$ cat src/rtl/acc_seq_pkg.sv
package acc_seq_pkg;

    localparam int OP_W = 4;

    localparam logic [OP_W-1:0] OP_NOP  = 4'h0;
    localparam logic [OP_W-1:0] OP_ADD  = 4'h1;
    localparam logic [OP_W-1:0] OP_HALT = 4'hF;

    typedef enum logic [2:0] {
        S_ADDR   = 3'd0,
        S_READ   = 3'd1,
        S_LATCH  = 3'd2,
        S_DECODE = 3'd3,
        S_OPREAD = 3'd4,
        S_ACCUM  = 3'd5
    } tstate_e;

    typedef struct packed {
        logic mar_from_pc;
        logic mar_from_ir;
        logic mdr_load;
        logic pc_inc;
        logic ir_load;
        logic acc_add;
    } ctl_t;

endpackage

$ cat src/rtl/acc_seq_timing.sv
module acc_seq_timing
    import acc_seq_pkg::*;
(
    input  logic            clk,
    input  logic            rst_n,
    input  logic [OP_W-1:0] opcode,
    output tstate_e         state
);

    tstate_e state_q;
    tstate_e state_d;

    always_ff @(posedge clk) begin
        if (!rst_n) begin
            state_q <= S_ADDR;
        end else begin
            state_q <= state_d;
        end
    end

    always_comb begin
        state_d = S_ADDR;
        unique case (state_q)
            S_ADDR:   state_d = S_READ;
            S_READ:   state_d = S_LATCH;
            S_LATCH:  state_d = S_DECODE;
            S_DECODE: begin
                if (opcode == OP_ADD) begin
                    state_d = S_OPREAD;
                end else if (opcode == OP_HALT) begin
                    state_d = S_DECODE;
                end else begin
                    state_d = S_ADDR;
                end
            end
            S_OPREAD: state_d = S_ACCUM;
            S_ACCUM:  state_d = S_ADDR;
            default:  state_d = S_ADDR;
        endcase
    end

    assign state = state_q;

endmodule

$ cat src/rtl/acc_seq_decode.sv
module acc_seq_decode
    import acc_seq_pkg::*;
(
    input  tstate_e         state,
    input  logic [OP_W-1:0] opcode,
    output ctl_t            ctl,
    output logic            halted
);

    always_comb begin
        ctl    = '0;
        halted = 1'b0;
        unique case (state)
            S_ADDR:   ctl.mar_from_pc = 1'b1;
            S_READ: begin
                ctl.mdr_load = 1'b1;
                ctl.pc_inc   = 1'b1;
            end
            S_LATCH:  ctl.ir_load = 1'b1;
            S_DECODE: begin
                if (opcode == OP_ADD) begin
                    ctl.mar_from_ir = 1'b1;
                end
                if (opcode == OP_HALT) begin
                    halted = 1'b1;
                end
            end
            S_OPREAD: ctl.mdr_load = 1'b1;
            S_ACCUM:  ctl.acc_add  = 1'b1;
            default:  ctl = '0;
        endcase
    end

endmodule

$ cat src/rtl/acc_seq_datapath.sv
module acc_seq_datapath
    import acc_seq_pkg::*;
#(
    parameter int ADDR_W = 12,
    parameter int DATA_W = OP_W + ADDR_W
) (
    input  logic              clk,
    input  logic              rst_n,
    input  ctl_t              ctl,
    input  logic [DATA_W-1:0] mem_rdata,
    output logic [ADDR_W-1:0] mem_addr,
    output logic [OP_W-1:0]   opcode,
    output logic [ADDR_W-1:0] pc_o,
    output logic [DATA_W-1:0] acc_o
);

    logic [ADDR_W-1:0] pc_q;
    logic [ADDR_W-1:0] mar_q;
    logic [ADDR_W-1:0] mar_d;
    logic [DATA_W-1:0] mdr_q;
    logic [DATA_W-1:0] ir_q;
    logic [DATA_W-1:0] acc_q;

    // The next MAR value is what the memory registers, so the word it
    // returns is ready in the state that loads MDR.
    always_comb begin
        if (ctl.mar_from_pc) begin
            mar_d = pc_q;
        end else if (ctl.mar_from_ir) begin
            mar_d = ir_q[ADDR_W-1:0];
        end else begin
            mar_d = mar_q;
        end
    end

    always_ff @(posedge clk) begin
        if (!rst_n) begin
            pc_q  <= '0;
            mar_q <= '0;
            mdr_q <= '0;
            ir_q  <= '0;
            acc_q <= '0;
        end else begin
            mar_q <= mar_d;
            if (ctl.pc_inc) begin
                pc_q <= pc_q + 1'b1;
            end
            if (ctl.mdr_load) begin
                mdr_q <= mem_rdata;
            end
            if (ctl.ir_load) begin
                ir_q <= mdr_q;
            end
            if (ctl.acc_add) begin
                acc_q <= acc_q + mdr_q;
            end
        end
    end

    assign mem_addr = mar_d;
    assign opcode   = ir_q[DATA_W-1 -: OP_W];
    assign pc_o     = pc_q;
    assign acc_o    = acc_q;

endmodule

$ cat src/rtl/acc_seq_top.sv
module acc_seq_top
    import acc_seq_pkg::*;
#(
    parameter int ADDR_W = 12,
    parameter int DATA_W = OP_W + ADDR_W
) (
    input  logic              clk,
    input  logic              rst_n,
    output logic [ADDR_W-1:0] mem_addr,
    input  logic [DATA_W-1:0] mem_rdata,
    output logic [DATA_W-1:0] acc,
    output logic [ADDR_W-1:0] pc,
    output logic [2:0]        tstate,
    output logic              halted
);

    tstate_e         state;
    ctl_t            ctl;
    logic [OP_W-1:0] opcode;

    acc_seq_timing u_timing (
        .clk    (clk),
        .rst_n  (rst_n),
        .opcode (opcode),
        .state  (state)
    );

    acc_seq_decode u_decode (
        .state  (state),
        .opcode (opcode),
        .ctl    (ctl),
        .halted (halted)
    );

    acc_seq_datapath #(
        .ADDR_W (ADDR_W),
        .DATA_W (DATA_W)
    ) u_dp (
        .clk       (clk),
        .rst_n     (rst_n),
        .ctl       (ctl),
        .mem_rdata (mem_rdata),
        .mem_addr  (mem_addr),
        .opcode    (opcode),
        .pc_o      (pc),
        .acc_o     (acc)
    );

    assign tstate = state;

endmodule

$ cat config.mk
export PLATFORM = sky130hd
export DESIGN_NAME = acc_seq_top
export DESIGN_NICKNAME = d
export VERILOG_FILES = /design/src/rtl/acc_seq_pkg.sv /design/src/rtl/acc_seq_timing.sv /design/src/rtl/acc_seq_decode.sv /design/src/rtl/acc_seq_datapath.sv /design/src/rtl/acc_seq_top.sv
export SDC_FILE = /design/constraint.sdc
export NUM_CORES = 1
export LEC_CHECK = 0
export ABC_AREA = 1
export BUFFER_PORTS_ARGS = -buffer_cell sky130_fd_sc_hd__buf_2
export CORE_MARGIN = 3
export CORE_UTILIZATION = 40
export CTS_CLUSTER_DIAMETER = 50
export CTS_CLUSTER_SIZE = 28
export DETAILED_ROUTE_END_ITERATION = 8
export HOLD_SLACK_MARGIN = 0.15
export PLACE_DENSITY_LB_ADDON = 0.05
export SLEW_MARGIN = 40
export SYNTH_ARGS = -nofsm -noshare
export SYNTH_HDL_FRONTEND = slang
export SYNTH_SLANG_ARGS = --single-unit
$ cat constraint.sdc
create_clock -name clk -period 2.26 [get_ports clk]
set_input_delay 0.452 -clock clk [delete_from_list [all_inputs] [get_ports clk]]
set_output_delay 0.452 -clock clk [all_outputs]
set_load 0.01 [all_outputs]
==> parameters.txt, run 1 <==
Parameter                              Value

Logic synthesis
  Count of mapped cells out of synthesis    between 600 and 700
  Number of enable-type register cells in the synthesized netlist    0
  Largest area contributor in the synthesized netlist    sky130_fd_sc_hd__dfxtp_1
  Dominant cell by count in the synthesized netlist    sky130_fd_sc_hd__nand2_1
  Fraction of the yosys area taken by sequential cells    0.374
  Post-Syn Nets    between 600 and 700
  Count of yosys warnings during synthesis    0
  Top cells by area, synth    sky130_fd_sc_hd__dfxtp_1 (37%), sky130_fd_sc_hd__nand2_1 (12%), sky130_fd_sc_hd__nor2_1 (9.8%)
  Share of synthesized flip-flops with an asynchronous set or reset    0
  Main flop type after synthesis    sky130_fd_sc_hd__dfxtp_1
  Mean instance size in the synthesized netlist    about 6.7 um^2
  Share of the synthesized area in the top cell type    0.374
  Most frequent cells after synthesis    sky130_fd_sc_hd__nand2_1 (129), sky130_fd_sc_hd__nor2_1 (105), sky130_fd_sc_hd__inv_1 (94)
  Count of cell types in the netlist    37
  Area of the mapped netlist    between 4000 and 5000 um^2
  Number of register bits inferred by synthesis    75

Min path
  Hold wc startpoint    mem_rdata[0]
  Number of stages on the worst hold path    3
  Min-Delay Path Class    in -> reg
  Terminating pin of the worst hold path    u_dp.mdr_q[0]$_SDFFE_PN0P_

Finish
  Fin cells    800
  Area added between synthesis and finish    16.9%
  Diodes inserted    0
  Layout Nets    around 700
  Layout cell share with drive strength beyond 1    0.161

Setup path
  CP Cell Sequence    nor4_4, buf_4, buf_4, nand3_1, nand3_1, nand2_1, inv_1, buf_2
  Terminus of the critical flop-to-flop path    u_dp.acc_o[10]$_SDFFE_PN0N_
  WS Path Type    reg -> out
  Arrival @ worst endpoint    approximately 1.7 ns
  Delay of the slowest cell on the worst path    around 0.35 ns
  FF-to-FF path depth    12
  Largest fanout of any net on the critical path    6
  Crit Reg-Reg Startpoint    u_dp.acc_o[0]$_SDFFE_PN0N_
  Register-to-register setup slack    between 0.4 and 0.5 ns
  Critical path launch point type    flip-flop
  Required time of the worst setup path    1.81 ns
  Max stage delay cell, worst path    sky130_fd_sc_hd__dfxtp_2
  Critical path endpoint category    primary output

Timing
  Setup slack after layout    0.105 ns
  Least-Margin Pin Slew    0.752 ns
  Final total negative setup slack    0 ns
  Minimum period implied by the final worst setup slack    approximately 2.2 ns
  Worst-case headroom to the max-slew limit    0.498
  Final worst path period share    0.953
  Setup Viol. Count Final    0
  Final slew viol count    0
  Clock tree skew after final layout    around 0.012 ns
  Hold violation total from the final report    0
  Maximum frequency from static timing analysis    approximately 460 MHz

Routing
  DRT iter0 DRCs    approximately 130
  DRC Markers    0
  TritonRoute pass-1 iters    5
  Average detailed-routed wire length per instance    12.6 um
  Antenna Violating Nets Remaining    0
  Aggregate routed wire length    about 10 mm
  DR vias    ~3700
  Vias per std cell    4.68

Global routing
  Total grt overflow    0
  Initial antenna violation count    0
  Via count of the first global-routing pass    3571
  Largest net degree at the start of global routing    28
  Total global routing track utilization    0.185
  Wire length of the first global-routing pass    ~17 mm

Pwr
  Pleak    2.51 nW
  Worst vdd rail ir drop    around 390 uV
  Pwr dens    approximately 630 nW/um^2

Clocking
  Total number of H-tree levels    3
  Root Buffer    sky130_fd_sc_hd__clkbuf_8
  Clock tree from TritonCTS    built
  CTS Buffer Depth    2
  CTS Sinks    between 70 and 80
  CTS clk-pin slew, worst paths    0.08 ns
  Post-cts hold buffer count    0
  CTS Buf Count    9
  Latest clock arrival within the worst-skew pair    around 0.36 ns

Job
  # Max-Cap Violations    0

Floorplan
  Core Region    9500 um^2
  I/O pins    a little over 60
  DIE AREA    between 10000 and 15000 um^2
  Die boundary height    about 110 um
  # rows    35
  Initial core utilization    0.423
  Die Wd    about 110 um

Placement
  Final HPWL DP    7.35 mm
  # port buffers    61
  Final weighted congestion of routability-driven global placement    roughly 0.82
  Post-placement cell count    781
  Setup WS pre-CTS    approximately 0.26 ns

Outcome
  Outcome    finished clean
-- flip-flops by register name, summed over array words and instances (netlist names) --
signal and flops:
u_dp.mar_q 12, u_dp.acc_o 16, u_dp.pc_o 12, u_dp.ir_q 16, u_dp.mdr_q 16, u_timing.state 3
-- per-layer routing --
layer | GRT usage | vias to the layer above | part of all wire
met2 | 0.286 | 78 | 0.43
li1 | - | 2009 | -
met5 | 0 | - | 0
met4 | 0.0342 | 0 | 0.0079
met1 | 0.263 | 1653 | 0.51
met3 | 0.0461 | 6 | 0.049
-- area by class of cell --
cell class                 count  area [um^2]
fill                        1039         4810
multi-input combinational    411         2060
clock buffer                  10          138
inverter                      97          364
timing repair buffer          72          399
sequential                    75         1500
tap                          129          161
clock inverter                 6         72.6
-- critical path: cells and delay by family (launching register included) --
kind,cells,cell delay [ns]
flops,1,0.35
buf+inv,4,0.51
simple gates,4,0.51
-- through the flow --
stage | power (mW) | utilization | hold slack, ns | area, um^2
floorplan | 1.75 | - | 0.455 | 4020
global placement | 1.88 | 0.466 | 0.447 | 4430
detailed placement | 1.88 | 0.466 | 0.456 | 4430
CTS | 2.98 | 0.490 | 0.308 | 4660
global route | 3.12 | 0.494 | 0.303 | 4690
finish | 2.95 | 0.494 | 0.314 | 4690
-- kinds of logic (layout without fill, tap and decap cells) --
logic type / Yosys count / count (layout) / share of synthesized area
simple gates: 308 / 308 / 0.332
buf+inv: 116 / 185 / 0.119
compound gates: 80 / 80 / 0.107
flops: 75 / 75 / 0.374
fa+ha+maj: 17 / 17 / 0.0548
xor+xnor: 6 / 6 / 0.0131
-- placed cells by master, fill, tap and decap left out, drive strengths merged --
| cell type | netlist | final |
|---|---|---|
| or2 | 2 | 2 |
| xor2 | 3 | 3 |
| nor3 | 8 | 8 |
| nor2 | 107 | 107 |
| xnor2 | 3 | 3 |
| a31oi | 1 | 1 |
| inv | 96 | 97 |
| and2 | 1 | 1 |
| nand2 | 132 | 132 |
| ha | 16 | 16 |
| o21bai | 2 | 2 |
| clkinvlp | 0 | 1 |
| nand4 | 2 | 2 |
| o21ai | 44 | 44 |
| nand3b | 1 | 1 |
| clkbuf | 9 | 10 |
| bufinv | 0 | 1 |
| o21a | 6 | 6 |
| clkinv | 1 | 4 |
| fa | 1 | 1 |
| a21oi | 24 | 24 |
| dfxtp | 75 | 75 |
| nor3b | 3 | 3 |
| buf | 10 | 72 |
| o211ai | 3 | 3 |
| nand3 | 50 | 50 |
| nor4 | 2 | 2 |
-- how the worst max path moves through the flow --
stage	slack [ns]	startpoint	to	depth (start not counted)
floorplan	0.53	u_timing.state[0]$_SDFF_PN0_	mem_addr[10]	8
global placement	0.33	u_timing.state[2]$_SDFF_PN0_	mem_addr[10]	9
detailed placement	0.26	u_timing.state[2]$_SDFF_PN0_	mem_addr[6]	9
CTS	0.02	u_timing.state[2]$_SDFF_PN0_	mem_addr[11]	9
global route	-0.0003	u_dp.ir_q[12]$_SDFFE_PN0N_	mem_addr[11]	9
finish	0.11	u_dp.ir_q[14]$_SDFFE_PN0N_	mem_addr[5]	8
-- power breakdown --
group          leakage, nW  switching [mW]  internal, mW
registers            0.613          0.0529          1.39
logic                 1.79           0.258         0.155
clock network        0.103           0.542         0.550
total                 2.51           0.853          2.10
-- what timing repair did --
item | 4_1_cts | 5_1_grt
buffers inserted | 0 | 2
pin swaps | 0 | 2
resized for setup | 4 | 9
setup endpoints to repair | 12 | 12
gates cloned | 0 | 1
Power figures use the tool's default switching activity.
==> run 2, diff against run 1 <==
--- a/constraint.sdc
+++ b/constraint.sdc
@@ -3,2 +3,2 @@
 set_output_delay 0.452 -clock clk [all_outputs]
-set_load 0.01 [all_outputs]
+set_load 0.1 [all_outputs]
==> run 2 against run 1 <==
Effect of this change:
- the flow now finishes with violations (setup timing)
- routed wire length rose by 5.5%
- hold slack improved by 0.0063 ns
- critical path type unchanged
- combinational power rose by 110%
- fmax fell by 8.3%
- cell count rose by 1.0%
- die area did not move
- critical path depth rose by 2
- non-clock buffer count rose by 8
- final area rose by 10%
==> parameters.txt, run 2 (same netlist as run 1, synthesis figures left out) <==
Parameter                              Value

Job
  # Max-Cap Violations    0 (unchanged)

Clocking
  Root Buffer    sky130_fd_sc_hd__clkbuf_8 (unchanged)
  Clock tree from TritonCTS    built (unchanged)
  CTS Buf Count    9 (unchanged)
  CTS clk-pin slew, worst paths    0.09 ns (was 0.08 ns)
  CTS Sinks    75 (unchanged)
  CTS Buffer Depth    2 (unchanged)
  Latest clock arrival within the worst-skew pair    0.35 ns (was 0.36 ns)
  Total number of H-tree levels    3 (unchanged)

Routing
  Antenna Violating Nets Remaining    0 (unchanged)
  Aggregate routed wire length    10.6 mm (was 10.0 mm)
  DR vias    3820 (was 3746)
  DRC Markers    0 (unchanged)
  TritonRoute pass-1 iters    4 (was 5)
  Average detailed-routed wire length per instance    13.1 um (was 12.6 um)
  DRT iter0 DRCs    167 (was 128)
  Vias per std cell    4.73 (was 4.68)

Timing
  Maximum frequency from static timing analysis    426 MHz (was 464 MHz)
  Setup slack after layout    -0.0887 ns (was 0.105 ns)
  Hold violation total from the final report    0 (unchanged)
  Unrepaired setup endpoints after global routing    true
  Worst-case headroom to the max-slew limit    0.476 (was 0.498)
  Minimum period implied by the final worst setup slack    2.35 ns (was 2.15 ns)
  Final worst path period share    1.04 (was 0.953)
  Clock tree skew after final layout    0.00976 ns (was 0.0116 ns)
  Least-Margin Pin Slew    0.785 ns (was 0.752 ns)
  Final slew viol count    0 (unchanged)
  Setup Viol. Count Final    12 (was 0)

Global routing
  Wire length of the first global-routing pass    17.8 mm (was 17.1 mm)
  Total global routing track utilization    0.196 (was 0.185)
  Total grt overflow    0 (unchanged)
  Initial antenna violation count    0 (unchanged)
  Largest net degree at the start of global routing    35 (was 28)
  Via count of the first global-routing pass    3718 (was 3571)

Floorplan
  Initial core utilization    0.423 (unchanged)
  # rows    35 (unchanged)
  I/O pins    62 (unchanged)
  Die boundary height    106 um (unchanged)
  Die Wd    106 um (unchanged)
  Core Region    9500 um^2 (unchanged)
  DIE AREA    11300 um^2 (unchanged)

Outcome
  Outcome    complete, but fails checks (was finished clean)
  Violations in the final reports    setup timing

Finish
  Most common cell after layout, fill and taps aside    sky130_fd_sc_hd__nand2_1 (unchanged)
  Highest-count cells in the layout ignoring fill and taps    sky130_fd_sc_hd__nand2_1 (107), sky130_fd_sc_hd__nor2_1 (105), sky130_fd_sc_hd__inv_1 (80) (was sky130_fd_sc_hd__nand2_1 (128), sky130_fd_sc_hd__nor2_1 (104), sky130_fd_sc_hd__inv_1 (92))
  Area added between synthesis and finish    28.7% (was 16.9%)
  Diodes inserted    0 (unchanged)
  Layout cell share with drive strength beyond 1    0.242 (was 0.161)
  Layout Nets    709 (was 701)
  Util after Layout    0.544 (was 0.494)

Setup path
  Family with the most delay on the worst path    simple AND/OR/NAND/NOR gates (unchanged)
  Critical path launch point type    flip-flop (unchanged)
  Required time of the worst setup path    1.81 ns (about the same)
  Delay of the slowest cell on the worst path    0.35 ns (about the same)
  Bufs and invs on worst path    5 (was 4)
  CP Cell Sequence    inv_4, nor4_4, nand2_1, buf_6, buf_6, nand2_1, nand3_2, nand2_2, clkinvlp_4, buf_12 (was nor4_4, buf_4, buf_4, nand3_1, nand3_1, nand2_1, inv_1, buf_2)
  Largest fanout of any net on the critical path    6 (unchanged)
  Max stage delay cell, worst path    sky130_fd_sc_hd__dfxtp_2 (unchanged)
  Arrival @ worst endpoint    1.90 ns (was 1.70 ns)
  WS Path Type    reg -> out (unchanged)
  Critical path endpoint category    primary output (unchanged)

Placement
  Final HPWL DP    7.66 mm (was 7.35 mm)
  # port buffers    61 (unchanged)
  Final weighted congestion of routability-driven global placement    0.803 (was 0.823)

Pwr
  Sum of internal, switching and leakage power    3.42 mW (was 2.95 mW)
  Pwr dens    661 nW/um^2 (was 629 nW/um^2)
  Pleak    2.56 nW (was 2.51 nW)
  Worst vdd rail ir drop    299 uV (was 392 uV)

Min path
  Min-Delay Path Class    in -> reg (unchanged)
## run 2: worst paths after layout
| path | cells past startpoint | slack, ns | start | endpoint |
|---|---|---|---|---|
| min reg2reg | 2 | 0.49 | u_dp.acc_o[0]$_SDFFE_PN0N_ | u_dp.acc_o[0]$_SDFFE_PN0N_ |
| min | 3 | 0.32 | mem_rdata[10] | u_dp.mdr_q[10]$_SDFFE_PN0P_ |
| max | 10 | -0.09 | u_dp.ir_q[12]$_SDFFE_PN0N_ | mem_addr[8] |
| max reg2reg | 11 | 0.43 | u_dp.mdr_q[0]$_SDFFE_PN0P_ | u_dp.acc_o[8]$_SDFFE_PN0N_ |
## run 2: cell type report
cell class              count  area [um^2]
clock inverters             5         58.8
inverters                  97          412
clock buffers              11          153
well taps                 129          161
multi-input cells         411         2220
repair buffers             80          651
flip-flops and latches     75         1520
fillers                   976         4330
## run 2: per-stage QoR
step / instances / setup WS (ns) / cell area [um^2] / hold slack, ns / setup TNS (ns)
floorplan: 602 / 0.0124 / 4090 / 0.475 / 0
global placement: 779 / 0.295 / 4670 / 0.472 / 0
detailed placement: 779 / 0.260 / 4670 / 0.478 / 0
CTS: 806 / -0.0441 / 5080 / 0.303 / -0.482
global route: 808 / -0.205 / 5170 / 0.325 / -2.33
finish: 808 / -0.0887 / 5170 / 0.321 / -0.894
## run 2: worst register-to-register path, cell delays in order (launching register included)
cell and delay, ns:
sky130_fd_sc_hd__dfxtp_1 0.34, sky130_fd_sc_hd__ha_1 0.22, sky130_fd_sc_hd__fa_1 0.38, sky130_fd_sc_hd__nand2_1 0.10
sky130_fd_sc_hd__nand2_1 0.07, sky130_fd_sc_hd__and2_1 0.20, sky130_fd_sc_hd__nand2_1 0.07, sky130_fd_sc_hd__nand2_1 0.06
sky130_fd_sc_hd__xnor2_1 0.13, sky130_fd_sc_hd__nand2_1 0.07, sky130_fd_sc_hd__nand2_1 0.07, sky130_fd_sc_hd__inv_1 0.03
## run 2: per-layer routing
metal,part of all wire,track usage
met1,0.50,0.277
met2,0.44,0.301
met4,0.0073,0.0407
met3,0.056,0.0504
met5,0,0
## run 2: power by group
| part | switching [mW] | leakage [nW] | total (mW) | internal, mW |
|---|---|---|---|---|
| Clock | 0.524 | 0.101 | 1.10 | 0.580 |
| Sequential | 0.0643 | 0.615 | 1.46 | 1.39 |
| Combinational | 0.566 | 1.85 | 0.856 | 0.290 |
## run 2: timing repair
item | 4_1_cts | 5_1_grt
hold buffers | 0 | 0
gates resized for setup | 39 | 16
gates cloned | 1 | 0
buffers inserted | 10 | 2
endpoints found under the hold margin | 0 | 0
setup endpoints to repair | 12 | 13
pin swaps | 10 | 13
==> run 3, diff against run 2 <==
Settings changed: CORE_UTILIZATION 40 to 27.
==> run 3 against run 2 <==
Effect of this change:
- the flow now finishes without violations
- sequential share of layout area up 0.25 points
- hold slack better by 0.019 ns
- power is 6.1% higher
- final area fell by 0.94%
- critical path depth is 2 lower
- setup slack gained 0.094 ns
- global-route usage down 5.4 points
- critical endpoint is now mem_addr[5]
- count of clock-buffer cells in the layout up 3
- combinational power is 4.4% lower
- utilization fell by 18 points
- largest power group unchanged
- largest cell class unchanged
- first-iteration DRC count increased by 4.8%
- flip-flop and latch count stayed put
==> parameters.txt, run 3 (same netlist as run 1, synthesis figures left out) <==
Parameter                              Value

Finish
  Highest-count cells in the layout ignoring fill and taps    sky130_fd_sc_hd__nand2_1 (115), sky130_fd_sc_hd__nor2_1 (105), sky130_fd_sc_hd__inv_1 (80) (was sky130_fd_sc_hd__nand2_1 (107), sky130_fd_sc_hd__nor2_1 (105), sky130_fd_sc_hd__inv_1 (80))
  Fin cells    850 (was 808)
  Layout cell share with drive strength beyond 1    0.200 (was 0.242)
  Most common cell after layout, fill and taps aside    sky130_fd_sc_hd__nand2_1 (unchanged)
  Area added between synthesis and finish    27.5% (was 28.7%)
  Diodes inserted    0 (unchanged)
  Layout Nets    701 (was 709)
  Final-layout fill cell count    1587 (was 976)

Routing
  Average detailed-routed wire length per instance    13.1 um (about the same)
  DRT iter0 DRCs    175 (was 167)
  DR vias    3784 (was 3820)
  Antenna Violating Nets Remaining    0 (unchanged)
  DRC Markers    0 (unchanged)
  Vias per std cell    4.45 (was 4.73)
  TritonRoute pass-1 iters    4 (unchanged)
  Aggregate routed wire length    11.1 mm (was 10.6 mm)

Outcome
  Outcome    finished clean (was complete, but fails checks)

Setup path
  Launching element of the worst setup path    u_dp.ir_q[15]$_SDFFE_PN0N_ (was u_dp.ir_q[12]$_SDFFE_PN0N_)
  WS Path Type    reg -> out (unchanged)
  Crit Reg-Reg Startpoint    u_dp.acc_o[0]$_SDFFE_PN0N_ (was u_dp.mdr_q[0]$_SDFFE_PN0P_)
  Largest fanout of any net on the critical path    13 (was 6)
  FF-to-FF path depth    11 (unchanged)
  Critical path endpoint category    primary output (unchanged)
  Terminus of the critical flop-to-flop path    u_dp.acc_o[12]$_SDFFE_PN0N_ (was u_dp.acc_o[8]$_SDFFE_PN0N_)
  Required time of the worst setup path    1.81 ns (about the same)
  Critical path launch point type    flip-flop (unchanged)
  Arrival @ worst endpoint    1.80 ns (was 1.90 ns)
  Register-to-register setup slack    0.40 ns (was 0.43 ns)
  Critical path endpoint    mem_addr[5] (was mem_addr[8])

Floorplan
  I/O pins    62 (unchanged)
  Initial core utilization    0.283 (was 0.423)
  # rows    43 (was 35)
  Die Wd    128 um (was 106 um)
  Core Region    14200 um^2 (was 9500 um^2)
  DIE AREA    16400 um^2 (was 11300 um^2)
  Die boundary height    128 um (was 106 um)

Global routing
  Total grt overflow    0 (unchanged)
  Initial antenna violation count    0 (unchanged)
  Total global routing track utilization    0.142 (was 0.196)
  Largest net degree at the start of global routing    29 (was 35)
  Via count of the first global-routing pass    3669 (was 3718)
  Wire length of the first global-routing pass    18.5 mm (was 17.8 mm)

Clocking
  CTS Sinks    75 (unchanged)
  CTS clk-pin slew, worst paths    0.06 ns (was 0.09 ns)
  Root Buffer    sky130_fd_sc_hd__clkbuf_16 (was sky130_fd_sc_hd__clkbuf_8)
  Total number of H-tree levels    3 (unchanged)
  Latest clock arrival within the worst-skew pair    0.34 ns (was 0.35 ns)
  CTS Buf Count    9 (unchanged)
  CTS Buffer Depth    2 (unchanged)
  Post-cts hold buffer count    0 (unchanged)
  Clock tree from TritonCTS    built (unchanged)

Placement
  # port buffers    61 (unchanged)
  Post-placement cell count    830 (was 779)
  Final HPWL DP    8.42 mm (was 7.66 mm)
  Final weighted congestion of routability-driven global placement    0.817 (was 0.803)

Timing
  Hold violation total from the final report    0 (unchanged)
  Worst-case headroom to the max-slew limit    0.669 (was 0.476)
  Least-Margin Pin Slew    0.494 ns (was 0.785 ns)
  Clock tree skew after final layout    0.00593 ns (was 0.00976 ns)
  Final slew viol count    0 (unchanged)
  Maximum frequency from static timing analysis    443 MHz (was 426 MHz)
  Minimum period implied by the final worst setup slack    2.26 ns (was 2.35 ns)
  Setup Viol. Count Final    0 (was 12)
  Final worst path period share    0.998 (was 1.04)
  Unrepaired setup endpoints after global routing    true (unchanged)
  Final total negative setup slack    0 ns (was -0.894 ns)

Pwr
  Pleak    2.52 nW (was 2.56 nW)
  Pwr dens    708 nW/um^2 (was 661 nW/um^2)
  Worst vdd rail ir drop    424 uV (was 299 uV)

Min path
  Min-Delay Path Class    in -> reg (unchanged)

Job
  # Max-Cap Violations    0 (unchanged)
[run 3: routing by layer]
layer | vias up | track usage | share of wire
li1 | 2013 | - | -
met1 | 1698 | 0.197 | 0.52
met2 | 65 | 0.216 | 0.44
met3 | 8 | 0.0425 | 0.038
met4 | 0 | 0.0337 | 0.0089
met5 | - | 0 | 0
[run 3: repair_timing]
action | 4_1_cts | 5_1_grt
setup endpoints to repair | 12 | 12
pin swaps | 3 | 1
resized for setup | 20 | 2
buffers inserted | 2 | 3
gates cloned | 0 | 0
[run 3: worst max-delay path, stage by stage, from the launching register on]
cell	delay, ns
sky130_fd_sc_hd__dfxtp_2	0.34
sky130_fd_sc_hd__nor4_4	0.34
sky130_fd_sc_hd__nand2_2	0.11
sky130_fd_sc_hd__buf_12	0.16
sky130_fd_sc_hd__nand2_1	0.06
sky130_fd_sc_hd__nand3_1	0.07
sky130_fd_sc_hd__nand2_2	0.12
sky130_fd_sc_hd__clkinvlp_4	0.10
sky130_fd_sc_hd__buf_12	0.17
[run 3: layout make-up]
class | count | area (um^2) | area share
Clock buffer | 14 | 264 | 0.0516
Clock inverter | 1 | 8.76 | 0.00171
Inverter | 97 | 409 | 0.0799
Multi-Input combinational cell | 411 | 2110 | 0.412
Sequential cell | 75 | 1510 | 0.296
Tap cell | 180 | 225 | 0.0440
Timing Repair Buffer | 72 | 588 | 0.115
[run 3: worst min-delay path by stage]
stage                          startpoint                     endpoint  cells after the start
3_5_place_dp   u_dp.acc_o[0]$_SDFFE_PN0N_   u_dp.acc_o[0]$_SDFFE_PN0N_                      2
2_1_floorplan  u_dp.mdr_q[0]$_SDFFE_PN0P_    u_dp.ir_q[0]$_SDFFE_PN0N_                      2
5_1_grt                     mem_rdata[11]  u_dp.mdr_q[11]$_SDFFE_PN0P_                      3
3_3_place_gp   u_dp.acc_o[0]$_SDFFE_PN0N_   u_dp.acc_o[0]$_SDFFE_PN0N_                      2
6_report                     mem_rdata[1]   u_dp.mdr_q[1]$_SDFFE_PN0P_                      3
4_1_cts                      mem_rdata[1]   u_dp.mdr_q[1]$_SDFFE_PN0P_                      3
[run 3: power by group]
part           total, mW  switching (mW)  internal, mW
Sequential          1.45          0.0554          1.39
Combinational      0.818           0.552         0.266
Clock               1.36           0.557         0.801
[run 3: per-stage QoR]
step	cell area (um^2)	setup slack [ns]	hold slack [ns]	power [mW]	utilization
global route	5120	-0.109	0.341	3.80	0.360
finish	5120	0.00497	0.340	3.63	0.360
global placement	4730	0.0367	0.471	2.27	0.333
detailed placement	4730	0.00992	0.486	2.27	0.333
floorplan	4090	0.0124	0.475	2.02	-
CTS	5090	-0.00691	0.326	3.67	0.358
